## src/rtl/ml_stair_pkg.sv

```systemverilog
package ml_stair_pkg;
    localparam int STEPS  = 7;
    localparam int MAG_W  = $clog2(STEPS + 1);
    localparam int LVL_W  = MAG_W + 1;
    localparam int GATE_N = 10;

    typedef logic signed [LVL_W-1:0] lvl_t;
    typedef logic [GATE_N-1:0]       gate_t;

    // bridge legs
    localparam int G_HA = 0;
    localparam int G_LA = 1;
    localparam int G_HB = 2;
    localparam int G_LB = 3;
    // selector stage
    localparam int G_C0 = 4;
    localparam int G_C1 = 5;
    localparam int G_C2 = 6;
    localparam int G_F0 = 7;
    localparam int G_F1 = 8;
    localparam int G_F2 = 9;
endpackage

```

## src/rtl/ml_phase_acc.sv

```systemverilog
module ml_phase_acc #(
    parameter int PW = 32
) (
    input  logic          clk_i,
    input  logic          rst_i,
    input  logic          en_i,
    input  logic [PW-1:0] inc_i,
    output logic [PW-1:0] phase_o,
    output logic          wrap_o
);
    typedef struct packed {
        logic [PW-1:0] phase;
    } acc_s;

    acc_s        st_d, st_q;
    logic [PW:0] sum_w;

    always_comb begin
        sum_w  = {1'b0, st_q.phase} + {1'b0, inc_i};
        st_d   = st_q;
        wrap_o = 1'b0;
        if (!en_i) begin
            st_d.phase = '0;
        end else begin
            st_d.phase = sum_w[PW-1:0];
            wrap_o     = sum_w[PW];
        end
    end

    always_ff @(posedge clk_i) begin
        if (rst_i) st_q <= '0;
        else       st_q <= st_d;
    end

    assign phase_o = st_q.phase;

    assert_phase_idle_R1: assert property (@(posedge clk_i) disable iff (rst_i)
        !en_i |=> (st_q.phase == '0));

    assert_phase_step_R2: assert property (@(posedge clk_i) disable iff (rst_i)
        en_i |=> (st_q.phase == PW'($past(st_q.phase) + $past(inc_i))));
endmodule

```

## src/rtl/ml_level_dec.sv

```systemverilog
module ml_level_dec
    import ml_stair_pkg::*;
#(
    parameter int PW = 32
) (
    input  logic [PW-1:0]       phase_i,
    input  logic [STEPS*PW-1:0] ang_i,
    output lvl_t                lvl_o
);
    localparam int FW = PW - 2;

    logic [FW-1:0]    fold_w;
    logic [STEPS-1:0] hit_w;
    logic [MAG_W-1:0] mag_w;
    logic [LVL_W-1:0] pos_w;

    // fold the quarter: odd quarters run backwards, biased by one so
    // that ">=" here means "strictly past" the mirrored instant
    assign fold_w = phase_i[PW-2] ? ~phase_i[FW-1:0] : phase_i[FW-1:0];

    generate
        for (genvar k = 0; k < STEPS; k++) begin : g_cmp
            assign hit_w[k] = ({2'b00, fold_w} >= ang_i[k*PW +: PW]);
        end
    endgenerate

    always_comb begin
        mag_w = '0;
        for (int k = 0; k < STEPS; k++) begin
            mag_w = mag_w + MAG_W'(hit_w[k]);
        end
    end

    always_comb begin
        pos_w = {1'b0, mag_w};
        if (phase_i[PW-1]) lvl_o = lvl_t'(LVL_W'(0) - pos_w);
        else               lvl_o = lvl_t'(pos_w);
    end
endmodule

```

## src/rtl/ml_gate_map.sv

```systemverilog
module ml_gate_map
    import ml_stair_pkg::*;
(
    input  lvl_t  lvl_i,
    input  logic  zsel_i,
    output gate_t gate_o
);
    logic             neg_w;
    logic [LVL_W-1:0] abs_w;
    logic [MAG_W-1:0] mag_w;

    always_comb begin
        neg_w  = lvl_i[LVL_W-1];
        abs_w  = neg_w ? (LVL_W'(0) - lvl_i) : lvl_i;
        mag_w  = abs_w[MAG_W-1:0];
        gate_o = '0;
        unique case (mag_w)
            3'd1: gate_o[G_F2] = 1'b1;
            3'd2: begin gate_o[G_C2] = 1'b1; gate_o[G_F0] = 1'b1; end
            3'd3: begin gate_o[G_C2] = 1'b1; gate_o[G_F1] = 1'b1; end
            3'd4: begin gate_o[G_C0] = 1'b1; gate_o[G_F0] = 1'b1; end
            3'd5: begin gate_o[G_C0] = 1'b1; gate_o[G_F1] = 1'b1; end
            3'd6: begin gate_o[G_C1] = 1'b1; gate_o[G_F0] = 1'b1; end
            3'd7: begin gate_o[G_C1] = 1'b1; gate_o[G_F1] = 1'b1; end
            default: ;
        endcase
        if (mag_w == '0) begin
            if (zsel_i) begin gate_o[G_LA] = 1'b1; gate_o[G_LB] = 1'b1; end
            else        begin gate_o[G_HA] = 1'b1; gate_o[G_HB] = 1'b1; end
        end else if (neg_w) begin
            gate_o[G_LA] = 1'b1; gate_o[G_HB] = 1'b1;
        end else begin
            gate_o[G_HA] = 1'b1; gate_o[G_LB] = 1'b1;
        end
    end
endmodule

```

## src/rtl/ml_stair_seq.sv

```systemverilog
module ml_stair_seq
    import ml_stair_pkg::*;
#(
    parameter int PW = 32
) (
    input  logic                clk_i,
    input  logic                rst_i,
    input  logic                run_en_i,
    input  logic [PW-1:0]       phase_inc_i,
    input  logic [STEPS*PW-1:0] angle_i,
    output logic [GATE_N-1:0]   gate_o,
    output logic [LVL_W-1:0]    level_o
);
    typedef struct packed {
        logic [STEPS*PW-1:0] shadow;
        lvl_t                lvl;
        logic                zsel;
        gate_t               gate;
    } seq_s;

    seq_s          st_d, st_q;
    logic [PW-1:0] phase_w;
    logic          wrap_w;
    lvl_t          dec_lvl_w;
    lvl_t          lvl_nx;
    logic          zsel_nx;
    gate_t         map_gate_w;

    ml_phase_acc #(.PW(PW)) u_acc (
        .clk_i   (clk_i),
        .rst_i   (rst_i),
        .en_i    (run_en_i),
        .inc_i   (phase_inc_i),
        .phase_o (phase_w),
        .wrap_o  (wrap_w)
    );

    ml_level_dec #(.PW(PW)) u_dec (
        .phase_i (phase_w),
        .ang_i   (st_q.shadow),
        .lvl_o   (dec_lvl_w)
    );

    always_comb begin
        lvl_nx  = run_en_i ? dec_lvl_w : lvl_t'(0);
        zsel_nx = st_q.zsel;
        if (!run_en_i)
            zsel_nx = 1'b0;
        else if (lvl_nx == lvl_t'(0) && st_q.lvl != lvl_t'(0))
            zsel_nx = ~st_q.zsel;
    end

    ml_gate_map u_map (
        .lvl_i  (lvl_nx),
        .zsel_i (zsel_nx),
        .gate_o (map_gate_w)
    );

    always_comb begin
        st_d      = st_q;
        st_d.lvl  = lvl_nx;
        st_d.zsel = zsel_nx;
        st_d.gate = run_en_i ? map_gate_w : '0;
        if (!run_en_i || wrap_w) st_d.shadow = angle_i;
    end

    always_ff @(posedge clk_i) begin
        if (rst_i) st_q <= '0;
        else       st_q <= st_d;
    end

    assign gate_o  = st_q.gate;
    assign level_o = st_q.lvl;

    assert_gates_idle_R1: assert property (@(posedge clk_i) disable iff (rst_i)
        !run_en_i |=> (gate_o == '0 && level_o == '0));

    assert_level_range_R3: assert property (@(posedge clk_i) disable iff (rst_i)
        st_q.lvl != lvl_t'(-8));

    assert_pos_bridge_R5: assert property (@(posedge clk_i) disable iff (rst_i)
        (st_q.lvl > lvl_t'(0)) |-> (st_q.gate[3:0] == 4'b1001));

    assert_neg_bridge_R5: assert property (@(posedge clk_i) disable iff (rst_i)
        (st_q.lvl < lvl_t'(0)) |-> (st_q.gate[3:0] == 4'b0110));

    assert_zero_pattern_R7: assert property (@(posedge clk_i) disable iff (rst_i)
        (st_q.lvl == lvl_t'(0) && st_q.gate != '0) |->
            (st_q.gate[9:4] == '0 &&
             (st_q.gate[3:0] == 4'b0101 || st_q.gate[3:0] == 4'b1010)));

    assert_zero_swap_R7: assert property (@(posedge clk_i) disable iff (rst_i)
        (run_en_i && st_q.lvl != lvl_t'(0) && dec_lvl_w == lvl_t'(0))
            |=> (st_q.zsel != $past(st_q.zsel)));

    assert_gate_cap_R8: assert property (@(posedge clk_i) disable iff (rst_i)
        $countones(gate_o) <= 4);

    assert_leg_excl_R8: assert property (@(posedge clk_i) disable iff (rst_i)
        !(gate_o[G_HA] && gate_o[G_LA]) && !(gate_o[G_HB] && gate_o[G_LB]));

    assert_angle_hold_R9: assert property (@(posedge clk_i) disable iff (rst_i)
        (run_en_i && !wrap_w) |=> $stable(st_q.shadow));
endmodule

```

## config.mk

```make
export PLATFORM = sky130hd
export DESIGN_NAME = ml_stair_seq
export DESIGN_NICKNAME = d
export VERILOG_FILES = /design/src/rtl/ml_stair_pkg.sv /design/src/rtl/ml_phase_acc.sv /design/src/rtl/ml_level_dec.sv /design/src/rtl/ml_gate_map.sv /design/src/rtl/ml_stair_seq.sv
export SDC_FILE = /design/constraint.sdc
export NUM_CORES = 1
export LEC_CHECK = 0
export BUFFER_PORTS_ARGS = -buffer_cell sky130_fd_sc_hd__buf_4
export CORE_MARGIN = 5
export CORE_UTILIZATION = 50
export CTS_CLUSTER_DIAMETER = 40
export CTS_CLUSTER_SIZE = 16
export DETAILED_ROUTE_END_ITERATION = 10
export GPL_TIMING_DRIVEN = 0
export PLACE_DENSITY = 0.72
export SYNTH_ARGS = -nofsm -noshare
export SYNTH_HDL_FRONTEND = slang
export SYNTH_SLANG_ARGS = --single-unit
```

## constraint.sdc

```tcl
create_clock -name clk_i -period 12.4 [get_ports clk_i]
set_input_delay 0.62 -clock clk_i [delete_from_list [all_inputs] [get_ports clk_i]]
set_output_delay 0.62 -clock clk_i [all_outputs]
set_load 0.01 [all_outputs]
```

### Yosys cells after proc, flatten, opt, wreduce, memory -nomap -nowiden

Cells that the tools add are included.

* register bits: 271
* bits of input ports: 259
* output and inout bits: 14
* word-level logic and storage cells: 61

* $add $sub $neg: 9
* magnitude comparators: 7
* equality and inequality tests: 7
* muxes and demuxes: 18
* bitwise logic cells: 3
* reductions and logical operators: 12

Operator list (count)
* $ge A30 B32 Y1: 7
* $add A32 B32 Y33: 1
* $mux W30: 1
* $not A30 Y30: 1
* $add A3 B1 Y3: 5
* $eq A3 B3 Y1 const B: 4
* $mux W1: 12
* $mux W4: 3
* $reduce_or A2 Y1: 4
* $eq A3 B2 Y1 const B: 2
* $reduce_or A3 Y1: 2
* $logic_not A4 Y1: 1
* $reduce_bool A4 Y1: 1
* $sub A1 B3 Y4 const A: 1
* $eq A3 B1 Y1 const B: 1
* $logic_not A3 Y1: 1
* $mux W3: 1
* $sub A1 B3 Y3 const A: 1
* $add A1 B1 Y2: 1
* $mux W2: 1
* $not A1 Y1: 2
* $logic_and A1 B1 Y1: 1
* $logic_not A1 Y1: 1
* $logic_or A1 B1 Y1: 1

### Depth between registers and ports, before layout

Gate-level depths: netlist of the first run.

* word-level depth: 18
* depth in mapped cells: 30

### Modules after synthesis

Synthesis of the first run repeated with hierarchy kept, for this count alone.

* cell total of the unflattened synthesis: 2156
* area total of the unflattened synthesis: 16812.4 µm²

By module, submodules not included
* ml_stair_seq: times used 1, cells each 1031, area an instance 8199.1 µm², seq. area each 4784.6 µm²
* ml_level_dec: times used 1, cells each 769, area an instance 5730.5 µm², seq. area each 0.0 µm²
* ml_phase_acc: times used 1, cells each 331, area an instance 2718.9 µm², seq. area each 640.6 µm²
* ml_gate_map: times used 1, cells each 25, area an instance 163.9 µm², seq. area each 0.0 µm²

### Least setup slack after synthesis of the first run

OpenSTA, ideal clock, no wires.

* path type: register to register
* start point: reg u_acc.st_q (netlist bit u_acc.phase_o[30])
* end point: reg st_q (netlist bit gate_o[0])
* library setup time: 0.115 ns
* arrival: 6.455 ns
* path slack: 5.830 ns
* stages on the path, launching flop included: 30
* period minus slack after synthesis: 6.570 ns
* path through: dfxtp_1 clkbuf_1 clkbuf_1 xor2_1 ha_1 a21o_1 a21o_1 a21o_1 a21oi_1 nor2_1 a2111oi_0 o31ai_1 ha_1 fa_1 inv_1 fa_1 inv_1 ha_1 inv_1 fa_1 ha_1 nand2_1 o21ai_0 nand2_1 ha_1 nor2_1 xor2_1 nand2_1 mux2_2 and2_1

* word-level cells in the longest chain between the ends: 17

Ends and longest elaborated chain
* from (decl): RTL line ml_phase_acc.sv:15 `acc_s st_d, st_q;`
* from (signal assigned): RTL line ml_phase_acc.sv:32 `else st_q <= st_d;`
* $mux W30 *: RTL line ml_level_dec.sv:19 `assign fold_w = phase_i[PW-2] ? ~phase_i[FW-1:0] : phase_i[FW-1:0];`
* $ge A30 B32 Y1: RTL line ml_level_dec.sv:23 `assign hit_w[k] = ({2'b00, fold_w} >= ang_i[k*PW +: PW]);`
* $add A1 B1 Y2: RTL line ml_level_dec.sv:30 `mag_w = mag_w + MAG_W'(hit_w[k]);`
* $add A3 B1 Y3 (4 in series): RTL line ml_level_dec.sv:30
* $add A3 B1 Y3 *: RTL line ml_level_dec.sv:30
* $sub A1 B3 Y4: RTL line ml_level_dec.sv:36 `if (phase_i[PW-1]) lvl_o = lvl_t'(LVL_W'(0) - pos_w);`
* $mux W4 *: RTL line ml_level_dec.sv:36
* $mux W4 *: RTL line ml_stair_seq.sv:45 `lvl_nx = run_en_i ? dec_lvl_w : lvl_t'(0);`
* branches (longest 5 deep; another with $sub A1 B3 Y3)
* $mux W4 *: RTL line ml_gate_map.sv:27 `if (mag_w == '0) begin`
* to (signal assigned): RTL line ml_stair_seq.sv:69 `else st_q <= st_d;`
* to (decl): RTL line ml_stair_seq.sv:21 `seq_s st_d, st_q;`

Every way passes the cells marked *.
A chain may end at the register's enable or synchronous reset.

### Worst setup path in the final report of the first run

Same ends and word-level chain as after synthesis.

==> metrics.md, run 1 <==
| Metric | Value |
|---|---|
| GRT overflow | `0` |
| Sequential area share after synthesis | `~29%` |
| Largest net degree at the start of global routing | `13` |
| Row count | `71` |
| CTS tree | `done` |
| Layout cells sized above 1 | `18.02%` |
| Synth Net Count | `between 2000 and 3000` |
| Vias | `between 15000 and 20000` |
| Core area | `37490 um2` |
| DRC | `0` |
| Status | `finished, violations left` |
| Post-synth cell types | `64` |
| Relative slew margins | `-0.6014%` |
| Final setup vio count | `0` |
| Initial DRT Pass Iterations | `5` |
| Min Hold Slack | `308.9 ps` |
| Internal | `0.002424 W` |
| Root Buffer | `clkbuf_16` |
| H-tree depth | `2` |
| Max-cap viol count | `2` |
| Mapped Cells | `2147` |
| First-pass GRT wire length | `around 88000 um` |
| Power share of the sequential group | `between 20 and 30%` |
| Combinational share of power | `a little over a third` |
| Clock-pin transition on the worst setup and hold timing paths | `50 ps` |
| Failing checks | `max-capacitance violations, max-slew violations` |
| Final wirelength | `around 58000 um` |
| Crit. End Element | `register` |
| Wire per inst | `approximately 19 um` |
| Grt peak-use layer | `met2` |
| Clock Skew | `11.98 ps` |
| Crit share post-route | `a little over two thirds` |
| EDFF count, synth | `0` |
| GR met1 Demand/Resource | `34.83%` |
| Post CTS Setup Buffer Count | `0` |
| GR Util met3 | `4.110%` |
| TritonCTS buffer count | `52` |
| Hold WC Path Type | `primary input to register` |
| Met2 global-route usage | `45.24%` |
| Leakage | `~11 nW` |
| Nets | `3007` |
| IR drop worst, VDD | `104.5 uV` |
| Final Hold Viols | `0` |
| CP arrival | `a little over 9000 ps` |
| Post-DP HPWL | `44510 um` |
| NetSw | `about 0.0013 W` |
| Number of global-route vias before repair | `around 16000` |
| Max frequency | `approximately 0.12 GHz` |
| Vias per cell | `about 5.3` |
| Starting DRT DRC Count | `~830` |
| Final min period | `approximately 8600 ps` |
| Post-layout util | `between 60% and 70%` |
| Data required, critical path | `approximately 13000 ps` |
| Clock network fraction of total power | `a little under two fifths` |
| FF+latch area | `5425 um2` |
| CTS Buffer Depth | `3` |
| Cell Area, Synth | `18890 um2` |
| Synth-to-Final Area Change | `25.73%` |
| Startpoint Class | `register` |
| Footprint of the multi-input gates | `12190 um2` |
| Measured slew at the worst slew-check pin | `between 1500 and 2000 ps` |
| Switch share | `34.38%` |
| Setup TNS | `0 ps` |
| Die area | `about 42000 um2` |
| Fillers | `between 3000 and 4000` |
| CP Max Fanout | `10` |
| Asr flop ratio synth | `0%` |
| Power density over cell area | `155.5 nW/um2` |
| Final Wtd Congestion | `0.8947` |
| Commonest cells after routing, fill and taps aside | `nand2b_1 (463), buf_4 (287), dfxtp_1 (271)` |
| Final count of pins violating max slew | `8` |
| Yosys Warn Count | `0` |
| Final ANT Viol Nets | `0` |
| Die height | `204.4 um` |
| Die width | `204.4 um` |
| Top Ports | `roughly 270` |
| Synthesized area per cell | `about 9 um2` |
| Most common cell after layout, fill and taps aside | `nand2b_1` |
| Worst skew pair latency | `a little under 600 ps` |
| Worst setup path class | `register to register` |
| Post-CTS resize count | `0` |
| Cell Area, Placed | `between 20000 and 25000 um2` |
| Initial antenna violation count | `4` |
| Yosys reg bits | `around 270` |
| Finished Cell Area | `roughly 24000 um2` |
| Gr usage total | `a little over a quarter` |
| I/O Buffers | `roughly 270` |
| Post-CTS Hold Buffers | `0` |
| Clk sinks | `~270` |
| Initial Util | `roughly 50%` |
| Unrepaired setup endpoints after global routing | `no` |
| Top_reg_cell synth | `dfxtp_1` |
==> cell usage after synthesis (5+ instances only) <==
cell type	instances	area share, %
nand2b_1	463	15
dfxtp_1	271	29
ha_1	249	16
mux2i_1	227	12
inv_1	219	4.4
a21o_1	79	3.1
a21oi_1	78	2.1
nand2_1	69	1.4
clkbuf_1	67	1.3
nor2_1	57	1.1
o21ai_0	46	1.2
xor2_1	37	1.7
nand4_1	30	0.99
nor3_1	22	0.58
nand3_1	21	0.56
buf_6	18	1.1
nor2b_1	18	0.60
buf_4	14	0.56
xnor2_1	14	0.65
a211oi_1	13	0.52
a31oi_1	12	0.40
buf_2	10	0.26
o211ai_1	10	0.40
and2_1	8	0.26
and4_1	7	0.32
nor4_1	6	0.20
a221oi_1	5	0.23
nor3b_1	5	0.20
o2111ai_1	5	0.23
==> cells by family (layout without fill, tap and decap cells) <==
| group | after synthesis | after routing | synth area share, % |
|---|---|---|---|
| other cells | 0 | 3 | 0 |
| simple gates | 720 | 720 | 22.06 |
| fa+ha+maj | 253 | 253 | 16.91 |
| buf+inv | 330 | 719 | 7.615 |
| flops | 271 | 271 | 28.71 |
| mux | 229 | 229 | 12.14 |
| compound gates | 293 | 293 | 10.18 |
| xor+xnor | 51 | 51 | 2.364 |
==> per-layer routing <==
metal  wire [um]  vias to the layer above
li1            -                     7930
met1       24870                     7642
met2       26910                      502
met3        3718                      153
met4        2696                        2
met5           7                        -
==> final cells by class <==
cell class | instances | area share, %
flip-flops and latches | 271 | 22.84
multi-input cells | 1546 | 51.30
repair buffers | 294 | 9.765
plain buffers | 111 | 2.597
clock buffers | 60 | 5.862
inverters | 219 | 3.460
diodes | 3 | 0.03160
well taps | 511 | 2.691
clock inverters | 35 | 1.454
==> worst max-delay path: stages, from the launching register on <==
cell	delay [ps]
dfxtp_1	330
clkbuf_1	140
clkbuf_1	740
xor2_1	1200
ha_1	280
nand3_1	70
or3_1	390
or4_1	570
o31ai_1	590
ha_1	370
fa_1	540
inv_1	50
fa_1	470
inv_1	50
ha_1	190
inv_1	70
fa_1	470
ha_1	310
nand2_1	40
o21ai_0	80
nand2_1	150
ha_1	250
nor2_1	130
xor2_1	440
nand2_1	140
mux2_2	300
and2_1	160
==> final timing paths <==
kind / endpoint / slack [ps] / startpoint / cells after the start
worst min register to register: st_q[196] / 470 / st_q[196] / 2
worst max-delay path: gate_o[0] / 3770 / u_acc.phase_o[30] / 26
worst min-delay path: st_q[190] / 310 / angle_i[175] / 3
worst max register to register: gate_o[0] / 3770 / u_acc.phase_o[30] / 26
==> stage by stage <==
stage	setup slack (ps)	cells	total power, W
2_1_floorplan	5830	2147	0.001855
3_3_place_gp	3810	2930	0.002192
3_5_place_dp	3906	2951	0.002282
4_1_cts	3795	3046	0.003700
5_1_grt	3405	3050	0.003900
6_report	3767	3050	0.003694
==> registers in the layout, indices dropped and copies added, names as in the netlist <==
| register | count |
|---|---|
| st_q | 225 |
| u_acc.phase_o | 32 |
| level_o | 4 |
| gate_o | 10 |
==> power groups by stage <==
stage                     Sequential, W  Clock [W]  Combinational (W)
final                           0.00101    0.00140            0.00129
after global routing            0.00101    0.00146            0.00142
after CTS                       0.00100    0.00142            0.00127
after detailed placement        0.00102          0            0.00126
after global placement          0.00102          0            0.00118
after floorplan                 0.00101          0           0.000848
No activity file was read; power rests on OpenSTA's default activity.
==> run 2, diff against run 1 <==
--- a/config.mk
+++ b/config.mk
@@ -5,6 +5,7 @@
 export SDC_FILE = /design/constraint.sdc
 export NUM_CORES = 1
 export LEC_CHECK = 0
+export ABC_AREA = 1
 export BUFFER_PORTS_ARGS = -buffer_cell sky130_fd_sc_hd__buf_4
 export CORE_MARGIN = 5
 export CORE_UTILIZATION = 50
@@ -12,7 +13,7 @@
 export CTS_CLUSTER_SIZE = 16
 export DETAILED_ROUTE_END_ITERATION = 10
 export GPL_TIMING_DRIVEN = 0
-export PLACE_DENSITY = 0.72
+export PLACE_DENSITY = 0.75
 export SYNTH_ARGS = -nofsm -noshare
 export SYNTH_HDL_FRONTEND = slang
 export SYNTH_SLANG_ARGS = --single-unit
==> constraint.sdc (replaced) <==
create_clock -name clk_i -period 7.6 [get_ports clk_i]
set_input_delay 0.38 -clock clk_i [delete_from_list [all_inputs] [get_ports clk_i]]
set_output_delay 0.38 -clock clk_i [all_outputs]
set_load 0.01 [all_outputs]
==> metrics.md, run 2 <==
| Metric | Value |
|---|---|
| Status | `finished clean` |
| Largest net degree at the start of global routing | `13` |
| Startpoint Class | `register` |
| Mapped Cells | `2862` |
| Max frequency | `~0.14 GHz` |
| Final Wtd Congestion | `~0.93` |
| TritonCTS buffer count | `just under 50` |
| GRT overflow | `0` |
| Power density over cell area | `between 200 and 250 nW/um2` |
| Most numerous cell on the critical path | `nand2_1` |
| Relative slew margins | `about 18%` |
| Die width | `204.9 um` |
| Die height | `204.9 um` |
| Non-Filler Instances | `3747` |
| Die area | `41970 um2` |
| Yosys reg bits | `approximately 270` |
| Min Hold Slack | `roughly 20 ps` |
| Slowest CP cell | `xor2_2` |
| Worst skew pair latency | `590 ps` |
| Clk sinks | `roughly 270` |
| Final min period | `7214 ps` |
| Worst setup path class | `register to register` |
| Top cell type by total area after synthesis | `dfxtp_1` |
| Final count of pins violating max slew | `0` |
| DRC | `0` |
| Final wirelength | `~65000 um` |
| Most common cell in the synthesized netlist | `nand2_1` |
| Measured slew at the worst slew-check pin | `between 1000 and 1500 ps` |
| Hold WC Path Type | `primary input to register` |
| EDFF count, synth | `0` |
| Asr flop ratio synth | `0%` |
| Grt peak-use layer | `met2` |
| Met2 global-route usage | `about half` |
| Final Hold Viols | `0` |
| Slowest stage delay, CP | `around 660 ps` |
| Crit share post-route | `a little over nine tenths` |
| Row count | `between 70 and 80` |
| Initial Util | `50.52%` |
| Register-to-Register Path Depth | `30` |
| Antenna cells | `0` |
| Most common cell after layout, fill and taps aside | `nand2_1` |
| IR drop worst, VDD | `roughly 250 uV` |
| Number of global-route vias before repair | `between 15000 and 20000` |
| Gr usage total | `between 20 and 30%` |
| Cell Area, Placed | `around 22000 um2` |
| Post-layout util | `between 60% and 70%` |
| CP endpoint | `gate_o[3]` |
| Core area | `37580 um2` |
| RR Endpoint | `gate_o[3]` |
| Post CTS Setup Buffer Count | `0` |
| CTS Buffer Depth | `3` |
| Post-synth cell types | `33` |
| CTS tree | `done` |
| Top Ports | `around 270` |
| Wire per inst | `17.33 um` |
| Post-synth top cells | `nand2_1 (627), inv_1 (393), nor2_1 (380), a21oi_1 (368), dfxtp_1 (271)` |
| Post-DP HPWL | `around 50000 um` |
| Commonest cells after routing, fill and taps aside | `nand2_1 (627), inv_1 (393), nor2_1 (380)` |
| Clock-pin transition on the worst setup and hold timing paths | `approximately 50 ps` |
| Nets | `between 3000 and 4000` |
| Finished Cell Area | `about 24000 um2` |
| Yosys Warn Count | `0` |
| Root Buffer | `clkbuf_16` |
| Placed Instances | `3644` |
| Top_reg_cell synth | `dfxtp_1` |
| CP Max Fanout | `10` |
| GR met1 Demand/Resource | `35.49%` |
| Data required, critical path | `between 8000 and 9000 ps` |
| Critical Path Start | `u_acc.phase_o[30]` |
| Synth-to-Final Area Change | `24.93%` |
| CP arrival | `7720 ps` |
| Final setup vio count | `0` |
| H-tree depth | `2` |
| Post-synth top area share | `between 20% and 30%` |
| Max FFs per register | `between 200 and 250` |
| Starting DRT DRC Count | `1277` |
| Crit Reg-Reg Startpoint | `u_acc.phase_o[30]` |
| FF-to-FF setup slack | `slightly below 400 ps` |
| First-pass GRT wire length | `about 100000 um` |
| Clock Skew | `29.75 ps` |
| Leakage | `roughly 13 nW` |
| Initial DRT Pass Iterations | `7` |
| Layout cells sized above 1 | `between 10% and 20%` |
| Synth top area cells | `dfxtp_1 (29%), ha_1 (16%), nand2_1 (12%), a21oi_1 (9.7%), inv_1 (7.8%)` |
| Synthesized area per cell | `~6.6 um2` |
| Max-cap viol count | `0` |
| Initial antenna violation count | `1` |
| Largest reg by FF count | `st_q` |
| Synth Net Count | `3374` |
| GR Util met3 | `5.066%` |
| Final ANT Viol Nets | `0` |
| Vias per cell | `roughly 5.2` |
| Cell Area, Synth | `about 19000 um2` |
| Vias | `around 20000` |
| Sequential area share after synthesis | `around 29%` |
| I/O Buffers | `271` |
| Crit. End Element | `register` |
[run 2: cell count changes after synthesis, moves of 227 or more]
cell	change
nand2b_1	-463
nand2_1	+558
nand3_1	+248
nor2_1	+323
a21oi_1	+290
mux2i_1	-227
[run 2: worst min-delay path by stage]
stage                            start   endpoint  slack [ps]  depth (start not counted)
final                      angle_i[25]   st_q[40]          20                          3
after global routing      angle_i[198]  st_q[213]          20                          3
after CTS                  angle_i[65]   st_q[80]         0.3                          3
after detailed placement      st_q[77]   st_q[77]         550                          4
after global placement       st_q[110]  st_q[110]         540                          4
after floorplan           angle_i[125]  st_q[140]         510                          2
[run 2: final cells by class]
class | count | area (um2)
fillers | 3401 | 13860
multi-input cells | 2050 | 11420
flip-flops and latches | 271 | 5425
repair buffers | 282 | 2145
inverters | 397 | 1490
clock buffers | 56 | 1315
plain buffers | 144 | 925.9
well taps | 511 | 639.4
clock inverters | 36 | 361.6
[run 2: critical path, delay by kind of cell, from the launching register on]
kind                     cells  cell delay (ps)
AO/OA/AOI/OAI                5              820
XOR/XNOR                     1              660
adder cells (fa/ha/maj)      8             3030
AND/OR/NAND/NOR             11             1330
buffers and inverters        5              940
flip-flops                   1              360
[run 2: stage by stage]
stage          setup TNS, ps  setup slack, ps  power [W]
3_3_place_gp               0            52.41   0.003467
2_1_floorplan              0             1809   0.002926
4_1_cts                    0            52.99   0.005809
3_5_place_dp               0            48.43   0.003543
6_report                   0            386.3   0.005830
5_1_grt               -56.56           -43.66   0.006179
[run 2: what timing repair did]
action / in CTS / in global routing
hold buffers: 11 / 0
endpoints found under the setup margin: 1 / 11
resized for setup: 7 / 35
hold endpoints to repair: 11 / 0
[run 2: cell families (layout without fill, tap and decap cells)]
family,count (synthesis),after routing,synth area share (%)
AND/OR/NAND/NOR,1325,1325,28.60
buffers and inverters,541,915,12.69
AO/OA/AOI/OAI,442,442,11.92
flip-flops,271,271,28.58
adder cells (fa/ha/maj),253,253,16.83
XOR/XNOR,30,30,1.384
[run 2: metal layers]
layer | wire length [um] | vias up
met2 | 30790 | 664
met3 | 4464 | 177
met5 | 13 | -
li1 | - | 9860
met4 | 3484 | 2
met1 | 26180 | 8952
[run 2: power breakdown]
part | total, W | switching (W) | internal (W) | leakage (nW)
clock network | 0.00225 | 0.000849 | 0.00140 | 0.815
registers | 0.00163 | 0.0000578 | 0.00157 | 2.25
logic | 0.00195 | 0.00121 | 0.000747 | 9.52
